[config.mk]
export PLATFORM = sky130hd
export DESIGN_NAME = jtag_chain_scanner
export DESIGN_NICKNAME = d
export VERILOG_FILES = /design/src/rtl/jcs_pkg.sv /design/src/rtl/jcs_rst_sync.sv /design/src/rtl/jcs_tck_gen.sv /design/src/rtl/jcs_seq.sv /design/src/rtl/jtag_chain_scanner.sv
export SDC_FILE = /design/constraint.sdc
export NUM_CORES = 1
export LEC_CHECK = 0
export CORE_ASPECT_RATIO = 1.5
export CORE_MARGIN = 8
export CORE_UTILIZATION = 35
export DETAILED_ROUTE_END_ITERATION = 16
export SETUP_SLACK_MARGIN = 0.02
export SLEW_MARGIN = 0
export SYNTH_ARGS = -nofsm -noshare
export SYNTH_HDL_FRONTEND = slang
export SYNTH_SLANG_ARGS = --single-unit
[constraint.sdc]
create_clock -name clk -period 5.5 [get_ports clk]
set_input_delay 1.1 -clock clk [delete_from_list [all_inputs] [get_ports clk]]
set_output_delay 1.1 -clock clk [all_outputs]
set_load 0.005 [all_outputs]
[src/rtl/jcs_pkg.sv]
package jcs_pkg;

  typedef enum logic [2:0] {
    ST_TRST,
    ST_TLR,
    ST_SETTLE,
    ST_IDLE,
    ST_HEAD,
    ST_SHIFT,
    ST_UPDATE,
    ST_RETURN
  } jcs_state_e;

  localparam int TLR_CYCLES = 5;

endpackage

[src/rtl/jcs_rst_sync.sv]
module jcs_rst_sync #(
  parameter int STAGES = 2
) (
  input  logic clk,
  input  logic arst_n,
  output logic srst_n
);

  logic [STAGES-1:0] sync_q;

  always_ff @(posedge clk or negedge arst_n) begin
    if (!arst_n) sync_q <= '0;
    else         sync_q <= {sync_q[STAGES-2:0], 1'b1};
  end

  assign srst_n = sync_q[STAGES-1];

endmodule

[src/rtl/jcs_tck_gen.sv]
module jcs_tck_gen #(
  parameter int DIV_W = 8
) (
  input  logic             clk,
  input  logic             rst_n,
  input  logic             run,
  input  logic [DIV_W-1:0] div,
  output logic             tck,
  output logic             rise_evt,
  output logic             fall_evt
);

  logic [DIV_W-1:0] cnt_q, cnt_n;
  logic             tck_q, tck_n;
  logic             tick;

  assign tick     = run && (cnt_q == div);
  assign rise_evt = tick && !tck_q;
  assign fall_evt = tick && tck_q;

  always_comb begin
    cnt_n = cnt_q;
    tck_n = tck_q;
    if (!run) begin
      cnt_n = '0;
    end else if (tick) begin
      cnt_n = '0;
      tck_n = !tck_q;
    end else begin
      cnt_n = cnt_q + 1'b1;
    end
  end

  always_ff @(posedge clk or negedge rst_n) begin
    if (!rst_n) begin
      cnt_q <= '0;
      tck_q <= 1'b0;
    end else begin
      cnt_q <= cnt_n;
      tck_q <= tck_n;
    end
  end

  assign tck = tck_q;

endmodule

[src/rtl/jcs_seq.sv]
module jcs_seq
  import jcs_pkg::*;
#(
  parameter int DATA_W = 32,
  parameter int PAD_W  = 6,
  parameter int LEN_W  = 6
) (
  input  logic              clk,
  input  logic              rst_n,
  input  logic              rise_evt,
  input  logic              fall_evt,
  input  logic [PAD_W-1:0]  ir_out,
  input  logic [PAD_W-1:0]  ir_in,
  input  logic [PAD_W-1:0]  dr_out,
  input  logic [PAD_W-1:0]  dr_in,
  input  logic              start,
  input  logic              is_dr,
  input  logic [LEN_W-1:0]  len,
  input  logic [DATA_W-1:0] data,
  input  logic              sdo,
  output logic              run,
  output logic              tms,
  output logic              tdi,
  output logic              trst_n,
  output logic              done,
  output logic [DATA_W-1:0] rsp
);

  localparam int CNT_W = ((PAD_W > LEN_W) ? PAD_W : LEN_W) + 2;
  localparam int IDX_W = (DATA_W > 1) ? $clog2(DATA_W) : 1;
  localparam logic [CNT_W-1:0] ONE      = CNT_W'(1);
  localparam logic [CNT_W-1:0] TWO      = CNT_W'(2);
  localparam logic [LEN_W-1:0] MAX_LEN  = LEN_W'(DATA_W);
  localparam logic [2:0]       TLR_LAST = 3'(TLR_CYCLES - 1);
  localparam logic [2:0]       HEAD_IR  = 3'd3;
  localparam logic [2:0]       HEAD_DR  = 3'd2;

  jcs_state_e        st_q, st_n;
  logic [2:0]        hcnt_q, hcnt_n;
  logic [CNT_W-1:0]  bit_q, bit_n;
  logic [CNT_W-1:0]  total_q, total_n;
  logic [CNT_W-1:0]  lo_q, lo_n;
  logic [CNT_W-1:0]  hi_q, hi_n;
  logic              dr_q, dr_n;
  logic [DATA_W-1:0] shreg_q, shreg_n;
  logic [DATA_W-1:0] rx_q, rx_n;
  logic [DATA_W-1:0] rsp_q, rsp_n;
  logic              tms_q, tms_n;
  logic              tdi_q, tdi_n;
  logic              trst_q, trst_n_n;
  logic              done_q, done_n;

  logic              accept;
  logic [PAD_W-1:0]  pre_sel, post_sel;
  logic [CNT_W-1:0]  pre_x, post_x, len_x;
  logic [CNT_W-1:0]  nxt_idx;
  logic              nxt_in_win;
  logic              cur_in_win;
  logic [IDX_W-1:0]  cap_idx;
  logic [2:0]        head_last;

  assign accept   = (st_q == ST_IDLE) && start && (len != '0) && (len <= MAX_LEN);
  assign pre_sel  = is_dr ? dr_out : ir_out;
  assign post_sel = is_dr ? dr_in  : ir_in;
  assign pre_x    = {{(CNT_W-PAD_W){1'b0}}, pre_sel};
  assign post_x   = {{(CNT_W-PAD_W){1'b0}}, post_sel};
  assign len_x    = {{(CNT_W-LEN_W){1'b0}}, len};

  assign nxt_idx    = (st_q == ST_SHIFT) ? (bit_q + ONE) : '0;
  assign nxt_in_win = (nxt_idx >= lo_q) && (nxt_idx < hi_q);
  assign cur_in_win = (bit_q >= lo_q) && (bit_q < hi_q);
  assign cap_idx    = IDX_W'(bit_q - lo_q);
  assign head_last  = dr_q ? HEAD_DR : HEAD_IR;

  always_comb begin
    st_n     = st_q;
    hcnt_n   = hcnt_q;
    bit_n    = bit_q;
    total_n  = total_q;
    lo_n     = lo_q;
    hi_n     = hi_q;
    dr_n     = dr_q;
    shreg_n  = shreg_q;
    rx_n     = rx_q;
    rsp_n    = rsp_q;
    tms_n    = tms_q;
    tdi_n    = tdi_q;
    trst_n_n = trst_q;
    done_n   = 1'b0;

    // target bits are taken from the chain output on the rising test-clock edge
    if (rise_evt && (st_q == ST_SHIFT) && cur_in_win) begin
      rx_n[cap_idx] = sdo;
    end

    if (st_q == ST_IDLE) begin
      if (accept) begin
        st_n    = ST_HEAD;
        hcnt_n  = '0;
        tms_n   = 1'b1;
        tdi_n   = 1'b0;
        dr_n    = is_dr;
        shreg_n = data;
        rx_n    = '0;
        lo_n    = pre_x;
        hi_n    = pre_x + len_x;
        total_n = pre_x + len_x + post_x;
      end
    end else if (fall_evt) begin
      unique case (st_q)
        ST_TRST: begin
          st_n     = ST_TLR;
          hcnt_n   = '0;
          trst_n_n = 1'b1;
          tms_n    = 1'b1;
        end
        ST_TLR: begin
          if (hcnt_q == TLR_LAST) begin
            st_n  = ST_SETTLE;
            tms_n = 1'b0;
          end else begin
            hcnt_n = hcnt_q + 3'd1;
          end
        end
        ST_SETTLE: st_n = ST_IDLE;
        ST_HEAD: begin
          if (hcnt_q == head_last) begin
            st_n  = ST_SHIFT;
            bit_n = '0;
            tms_n = (total_q == ONE);
            if (nxt_in_win) begin
              tdi_n   = shreg_q[0];
              shreg_n = shreg_q >> 1;
            end else begin
              tdi_n = !dr_q;
            end
          end else begin
            hcnt_n = hcnt_q + 3'd1;
            tms_n  = !dr_q && (hcnt_q == 3'd0);
          end
        end
        ST_SHIFT: begin
          if (bit_q == total_q - ONE) begin
            st_n  = ST_UPDATE;
            tms_n = 1'b1;
            tdi_n = 1'b0;
          end else begin
            bit_n = nxt_idx;
            tms_n = ((bit_q + TWO) == total_q);
            if (nxt_in_win) begin
              tdi_n   = shreg_q[0];
              shreg_n = shreg_q >> 1;
            end else begin
              tdi_n = !dr_q;
            end
          end
        end
        ST_UPDATE: begin
          st_n  = ST_RETURN;
          tms_n = 1'b0;
        end
        ST_RETURN: begin
          st_n   = ST_IDLE;
          done_n = 1'b1;
          rsp_n  = rx_q;
        end
        default: st_n = ST_IDLE;
      endcase
    end
  end

  always_ff @(posedge clk or negedge rst_n) begin
    if (!rst_n) begin
      st_q    <= ST_TRST;
      hcnt_q  <= '0;
      bit_q   <= '0;
      total_q <= '0;
      lo_q    <= '0;
      hi_q    <= '0;
      dr_q    <= 1'b0;
      shreg_q <= '0;
      rx_q    <= '0;
      rsp_q   <= '0;
      tms_q   <= 1'b1;
      tdi_q   <= 1'b0;
      trst_q  <= 1'b0;
      done_q  <= 1'b0;
    end else begin
      st_q    <= st_n;
      hcnt_q  <= hcnt_n;
      bit_q   <= bit_n;
      total_q <= total_n;
      lo_q    <= lo_n;
      hi_q    <= hi_n;
      dr_q    <= dr_n;
      shreg_q <= shreg_n;
      rx_q    <= rx_n;
      rsp_q   <= rsp_n;
      tms_q   <= tms_n;
      tdi_q   <= tdi_n;
      trst_q  <= trst_n_n;
      done_q  <= done_n;
    end
  end

  assign run    = (st_q != ST_IDLE);
  assign tms    = tms_q;
  assign tdi    = tdi_q;
  assign trst_n = trst_q;
  assign done   = done_q;
  assign rsp    = rsp_q;

endmodule

[src/rtl/jtag_chain_scanner.sv]
module jtag_chain_scanner #(
  parameter int DATA_W = 32,
  parameter int PAD_W  = 6,
  parameter int DIV_W  = 8,
  localparam int LEN_W = $clog2(DATA_W + 1)
) (
  input  logic              clk,
  input  logic              rst_n,
  input  logic [DIV_W-1:0]  cfg_div,
  input  logic [PAD_W-1:0]  cfg_ir_bits_out,
  input  logic [PAD_W-1:0]  cfg_ir_bits_in,
  input  logic [PAD_W-1:0]  cfg_dr_taps_out,
  input  logic [PAD_W-1:0]  cfg_dr_taps_in,
  input  logic              cmd_start,
  input  logic              cmd_dr,
  input  logic [LEN_W-1:0]  cmd_len,
  input  logic [DATA_W-1:0] cmd_data,
  output logic              busy,
  output logic              done,
  output logic [DATA_W-1:0] rsp_data,
  output logic              chain_clk,
  output logic              chain_mode,
  output logic              chain_sdi,
  output logic              chain_rst_n,
  input  logic              chain_sdo
);

  logic srst_n;
  logic run;
  logic rise_evt;
  logic fall_evt;

  jcs_rst_sync #(.STAGES(2)) u_rst (
    .clk    (clk),
    .arst_n (rst_n),
    .srst_n (srst_n)
  );

  jcs_tck_gen #(.DIV_W(DIV_W)) u_tck (
    .clk      (clk),
    .rst_n    (srst_n),
    .run      (run),
    .div      (cfg_div),
    .tck      (chain_clk),
    .rise_evt (rise_evt),
    .fall_evt (fall_evt)
  );

  jcs_seq #(.DATA_W(DATA_W), .PAD_W(PAD_W), .LEN_W(LEN_W)) u_seq (
    .clk      (clk),
    .rst_n    (srst_n),
    .rise_evt (rise_evt),
    .fall_evt (fall_evt),
    .ir_out   (cfg_ir_bits_out),
    .ir_in    (cfg_ir_bits_in),
    .dr_out   (cfg_dr_taps_out),
    .dr_in    (cfg_dr_taps_in),
    .start    (cmd_start),
    .is_dr    (cmd_dr),
    .len      (cmd_len),
    .data     (cmd_data),
    .sdo      (chain_sdo),
    .run      (run),
    .tms      (chain_mode),
    .tdi      (chain_sdi),
    .trst_n   (chain_rst_n),
    .done     (done),
    .rsp      (rsp_data)
  );

  assign busy = run;

endmodule

== After elaboration in Yosys (flattened, before gate mapping) ==
Cells that the tools add are included.
Word-level totals
  bits in registers: 148
  output and inout bits: 38
  word-level logic and storage cells: 139
Operators by class
  $add $sub $neg: 8
  order comparisons: 7
  equal/unequal tests: 22
  mux-type cells: 52
  bitwise operators: 1
  reductions and logical operators: 32
Operator list (count)
  $mux W32: 9
  $pmux W32 S2: 1
  $mux W8: 5
  $mux W3: 11
  $bwmux W32: 1
  $eq A8 B8 Y1: 3
  $reduce_and A5 Y1: 4
  $mux W1: 17
  $add A8 B1 Y8 const B: 2
  $ge A8 B6 Y1: 2
  $lt A8 B8 Y1: 2
  $pmux W8 S2: 1
  $eq A3 B3 Y1 const B: 5
  $ne A3 B2 Y1 const B: 5
  $pmux W3 S5: 1
  $logic_and A1 B1 Y1: 12
  $mux W6: 2
  $reduce_bool A6 Y1: 2
  $pmux W3 S3: 1
  $add A8 B2 Y8 const B: 1
  $add A8 B6 Y8: 1
  $eq A8 B1 Y1 const B: 1
  $reduce_and A4 Y1: 2
  $sub A8 B1 Y8 const B: 1
  23 further kinds: 30

== Depth between registers and ports, before layout ==
  depth after elaboration: 9
  depth in mapped cells: 14
  mapped depth without buffers: 13

== Modules after synthesis ==
A second synthesis with hierarchy kept.
Second synthesis, totals
  cell total of the unflattened synthesis: 985
  area, all modules: 8849.7 µm²
Modules (own cells, without submodules)
  jcs_seq: times used 1, cells each 933, area an instance 8299.2 µm²
  jcs_tck_gen: times used 1, cells each 49, area an instance 496.7 µm²
  jcs_rst_sync: times used 1, cells each 3, area an instance 53.8 µm²

== Worst setup path after synthesis ==
OpenSTA, ideal clock, no wires.
  path type: input port to flip-flop
  start: input port cmd_dr
  end: register u_seq.total_q[7]
  arrival time: 3.580 ns
  data required time: 5.373 ns
  slack: 1.793 ns
  stages on the path: 13
  path buffers: 1
  path through: buf_1 > mux2_2 > ha_1 > inv_1 > fa_1 > inv_1 > ha_1 > a21o_1 > a21o_1 > a21oi_1 > o21bai_1 > a21oi_1 > o31ai_1
On the way
  word-level cells in the longest chain between the ends: 3
  elaborated cells between the ends (all ways): 4
Ends and longest elaborated chain
  start, declared: RTL line jtag_chain_scanner.sv:15  | input logic cmd_dr,
  $mux W6: RTL line jcs_seq.sv:63  | assign pre_sel = is_dr ? dr_out : ir_out;
  via u_seq.pre_sel[0]: RTL line jcs_seq.sv:54  | logic [PAD_W-1:0] pre_sel, post_sel;
  $add A6 B6 Y7: RTL line jcs_seq.sv:107  | total_n = pre_x + len_x + post_x;
  $add A8 B6 Y8: RTL line jcs_seq.sv:107
  end signal, assigned: RTL line jcs_seq.sv:192  | total_q <= total_n;
  end, declared: RTL line jcs_seq.sv:41  | logic [CNT_W-1:0] total_q, total_n;
The timed path passes the listed nets, and every way through them passes these cells.
A chain may end at the register's enable or synchronous reset.

== Worst setup path in the final report ==
  start: input port cmd_dr
  end: register u_seq.total_q[6]
The elaborated chain is that of the path after synthesis.

==> impl_metrics.py <==
metrics = {
    "run_status": {
        "status": "finished, final reports clean",
    },
    "logic_synthesis": {
        "postSynth.asyncResetShare": 1.000,
        "synth_ff_type": "dfrtp_1",
        "yosys.area.top_type": "dfrtp_1",
        "yosys_warnings": 0,
        "synth-seq-cells": 147,
        "syn_area_um2": 8414,
        "synth_area_per_cell_um2": 9.638,
        "yosys.cell_types.count": 60,
        "synth-edff-count": 0,
        "synth-seq-area-share": 0.4373,
        "synthTopCellsByArea": "dfrtp_1 (43%), mux2_2 (10%), ha_1 (6.4%)",
        "synthesis.nets": 994,
        "synth_top_area_share": 0.4342,
        "syn_inst": 873,
    },
    "timing": {
        "fmax_mhz": 249.3,
        "period_needed_ns": 4.012,
        "hold_viol": 0,
        "fin_crit_sh": 0.7294,
        "finalSetupTns_ns": 0,
        "final_max_slew_viol_count": 0,
        "rsz0062_at_grt": "no",
        "relSlewSlack": 0.2344,
        "worst_slew_pin_slew_ns": 1.140,
        "finalSetupViolCount": 0,
        "skew_ns": 0.01323,
    },
    "die": {
        "die_y_um": 205.9,
        "die_w_um": 142.6,
        "core-area_um2": 23660,
        "die_area_um2": 29360,
        "start_util": 0.3557,
        "io_pins": 113,
        "num_rows": 69,
    },
    "route": {
        "vias_per_cell": 5.023,
        "drc": 0,
        "first_pass_iters": 5,
        "wl_per_cell_um": 16.21,
        "ant_nets": 0,
        "vias": 6540,
        "wl_mm": 21.11,
        "drt_iter0_markers": 382,
    },
    "critical_path": {
        "path_class": "input pin to flip-flop",
        "rr_worst_depth": 13,
        "critPathMaxFanout": 13,
        "endpoint_kind": "flip-flop",
        "crit_arrival_ns": 4.36,
        "rrSetupSlack_ns": 1.53,
        "r2r_end": "u_seq.shreg_q[16]",
        "cp-start-kind": "input pin",
        "required_ns": 5.85,
        "worstReg2RegStart": "u_seq.bit_q[2]",
    },
    "clock_tree": {
        "clk_pin_slew_ns": 0.07,
        "clk_latency_ns": 0.43,
        "cts_tree": "done",
        "ctsHoldBuffers": 0,
        "clockBufferDepth": 2,
        "cts_sinks": 147,
        "cts.repair.resized": 0,
        "post_cts_buffers": 0,
        "htreeDepth": 4,
        "root_buffer": "clkbuf_16",
        "numCtsBuffers": 17,
    },
    "final_layout": {
        "areaGrowthSynthToFinish_pct": 23.54,
        "fin_nets": 1091,
        "final_layout_size_suffix_gt1_frac": 0.1353,
        "diodes": 0,
        "design_area_um2": 10400,
    },
    "global_routing": {
        "antenna_found_initial": 0,
        "grt_max_degree": 64,
        "grt_usage": 0.1499,
        "overflow": 0,
        "grt_pass1_wl_mm": 34.91,
        "grt_pass1_vias": 6743,
    },
    "flow_run": {
        "maxCapViolCount": 0,
    },
    "pwr": {
        "p_leak_uw": 0.004846,
        "ir_worst_vdd_uv": 207.1,
        "powerDensity_nw_per_um2": 252.4,
    },
    "hold_path": {
        "whs_path_depth": 0,
        "holdCritPathClass": "flip-flop to flip-flop",
        "hold_end": "u_rst.sync_q[1]",
        "min_from": "u_rst.sync_q[0]",
    },
    "placement": {
        "gp_congestion": 0.8608,
        "io_buffers": 112,
        "placed_cell_area_um2": 9807,
        "hpwl_mm": 15.39,
    },
}
==> where the power goes <==
group | switching, uW | leakage [uW] | internal [uW]
Sequential | 62.0 | 0.00194 | 1120
Combinational | 130 | 0.00262 | 151
Clock | 520 | 0.000283 | 644
Total | 713 | 0.00485 | 1910
==> layout make-up <==
cell class | count | area (um^2)
Fill cell | 2318 | 13260
Clock buffer | 17 | 425.4
Sequential cell | 147 | 3684
Multi-Input combinational cell | 648 | 4408
Timing Repair Buffer | 120 | 1181
Clock inverter | 15 | 162.7
Tap cell | 319 | 399.1
Inverter | 36 | 135.1
==> logic make-up after synthesis <==
family | Yosys count | share of synthesized area
adders and majority gates | 46 | 0.07108
AOI/OAI and AO/OA | 173 | 0.1224
muxes | 84 | 0.1132
other | 1 | 0.0004457
and+or+nand+nor | 296 | 0.1664
buffers and inverters | 78 | 0.03926
DFF | 147 | 0.4373
xor gates and xnor gates | 48 | 0.04996
==> state kept, by name, summed over array words and instances, names as in the netlist <==
register,flops
u_seq.done,1
u_seq.tdi,1
u_seq.rsp,32
u_rst.sync_q,2
u_seq.trst_n,1
u_seq.hi_q,7
u_tck.tck,1
u_seq.bit_q,8
u_seq.hcnt_q,3
u_seq.lo_q,6
u_tck.cnt_q,8
u_seq.shreg_q,32
u_seq.rx_q,32
u_seq.st_q,3
u_seq.tms,1
u_seq.total_q,8
u_seq.dr_q,1
==> worst max-delay path: stages <==
cell	delay [ns]
clkdlybuf4s50_1	0.81
mux2i_1	0.36
inv_1	0.11
ha_1	0.29
a21o_1	0.16
a21oi_1	0.23
o21bai_1	0.09
a21oi_1	0.17
xnor2_1	0.17
ha_1	0.32
a21oi_1	0.15
o21ai_0	0.10
xor2_1	0.15
o21ai_0	0.14
==> cells in the final DEF (no fill, tap or decap), drive strengths merged, types with 6 or more instances in the layout <==
cell,instances
dfrtp,146
nand2,141
clkdlybuf4s50,112
mux2,80
o21ai,66
a21oi,56
nand3,49
inv,45
ha,43
nor2,35
xor2,28
xnor2,20
clkbuf,17
a21o,12
nor3,12
and3,10
nand2b,9
a211oi,8
buf,8
nand4,7
nand3b,6
and3b,6
and2,6
==> stage by stage <==
step | hold slack, ns | setup WS, ns | utilization | cells | total power (uW)
2_1_floorplan | 0.3312 | 1.103 | - | 873 | 1364
3_3_place_gp | 0.3383 | 1.110 | 0.4146 | 1270 | 1479
3_5_place_dp | 0.3396 | 1.021 | 0.4146 | 1270 | 1484
4_1_cts | 0.3586 | 1.469 | 0.4394 | 1302 | 2667
5_1_grt | 0.3759 | 1.264 | 0.4394 | 1302 | 2745
6_report | 0.3557 | 1.488 | 0.4394 | 1302 | 2624
==> Yosys cell counts, types with 8 or more instances <==
master,instances
xor2_1,28
and3_1,10
mux2_2,75
a21o_1,12
xnor2_1,20
a211oi_1,8
clkbuf_1,28
a21oi_1,55
nor2_1,34
nand3_1,48
dfrtp_1,146
nand2b_1,9
nor3_1,11
nand2_1,141
inv_1,36
o21ai_0,65
ha_1,43
==> metal layers <==
layer  up-vias  routed length (um)  global-route usage
met4         0                 519             0.06362
met5         -                   0                   0
met1      3119                9102              0.1768
met3        31                 808             0.03052
li1       3247                   -                   -
met2       143               10680              0.2590
==> how the worst max path moves through the flow <==
stage,from,to,slack (ns)
after detailed placement,cmd_dr,u_seq.total_q[6],1.02
after global placement,cmd_dr,u_seq.total_q[7],1.11
after CTS,cmd_dr,u_seq.total_q[6],1.47
after floorplan,u_rst.sync_q[1],u_seq.bit_q[0],1.10
final,cmd_dr,u_seq.total_q[6],1.49
after global routing,cmd_dr,u_seq.total_q[6],1.26
Note: power is estimated with default switching activity, not from simulation.
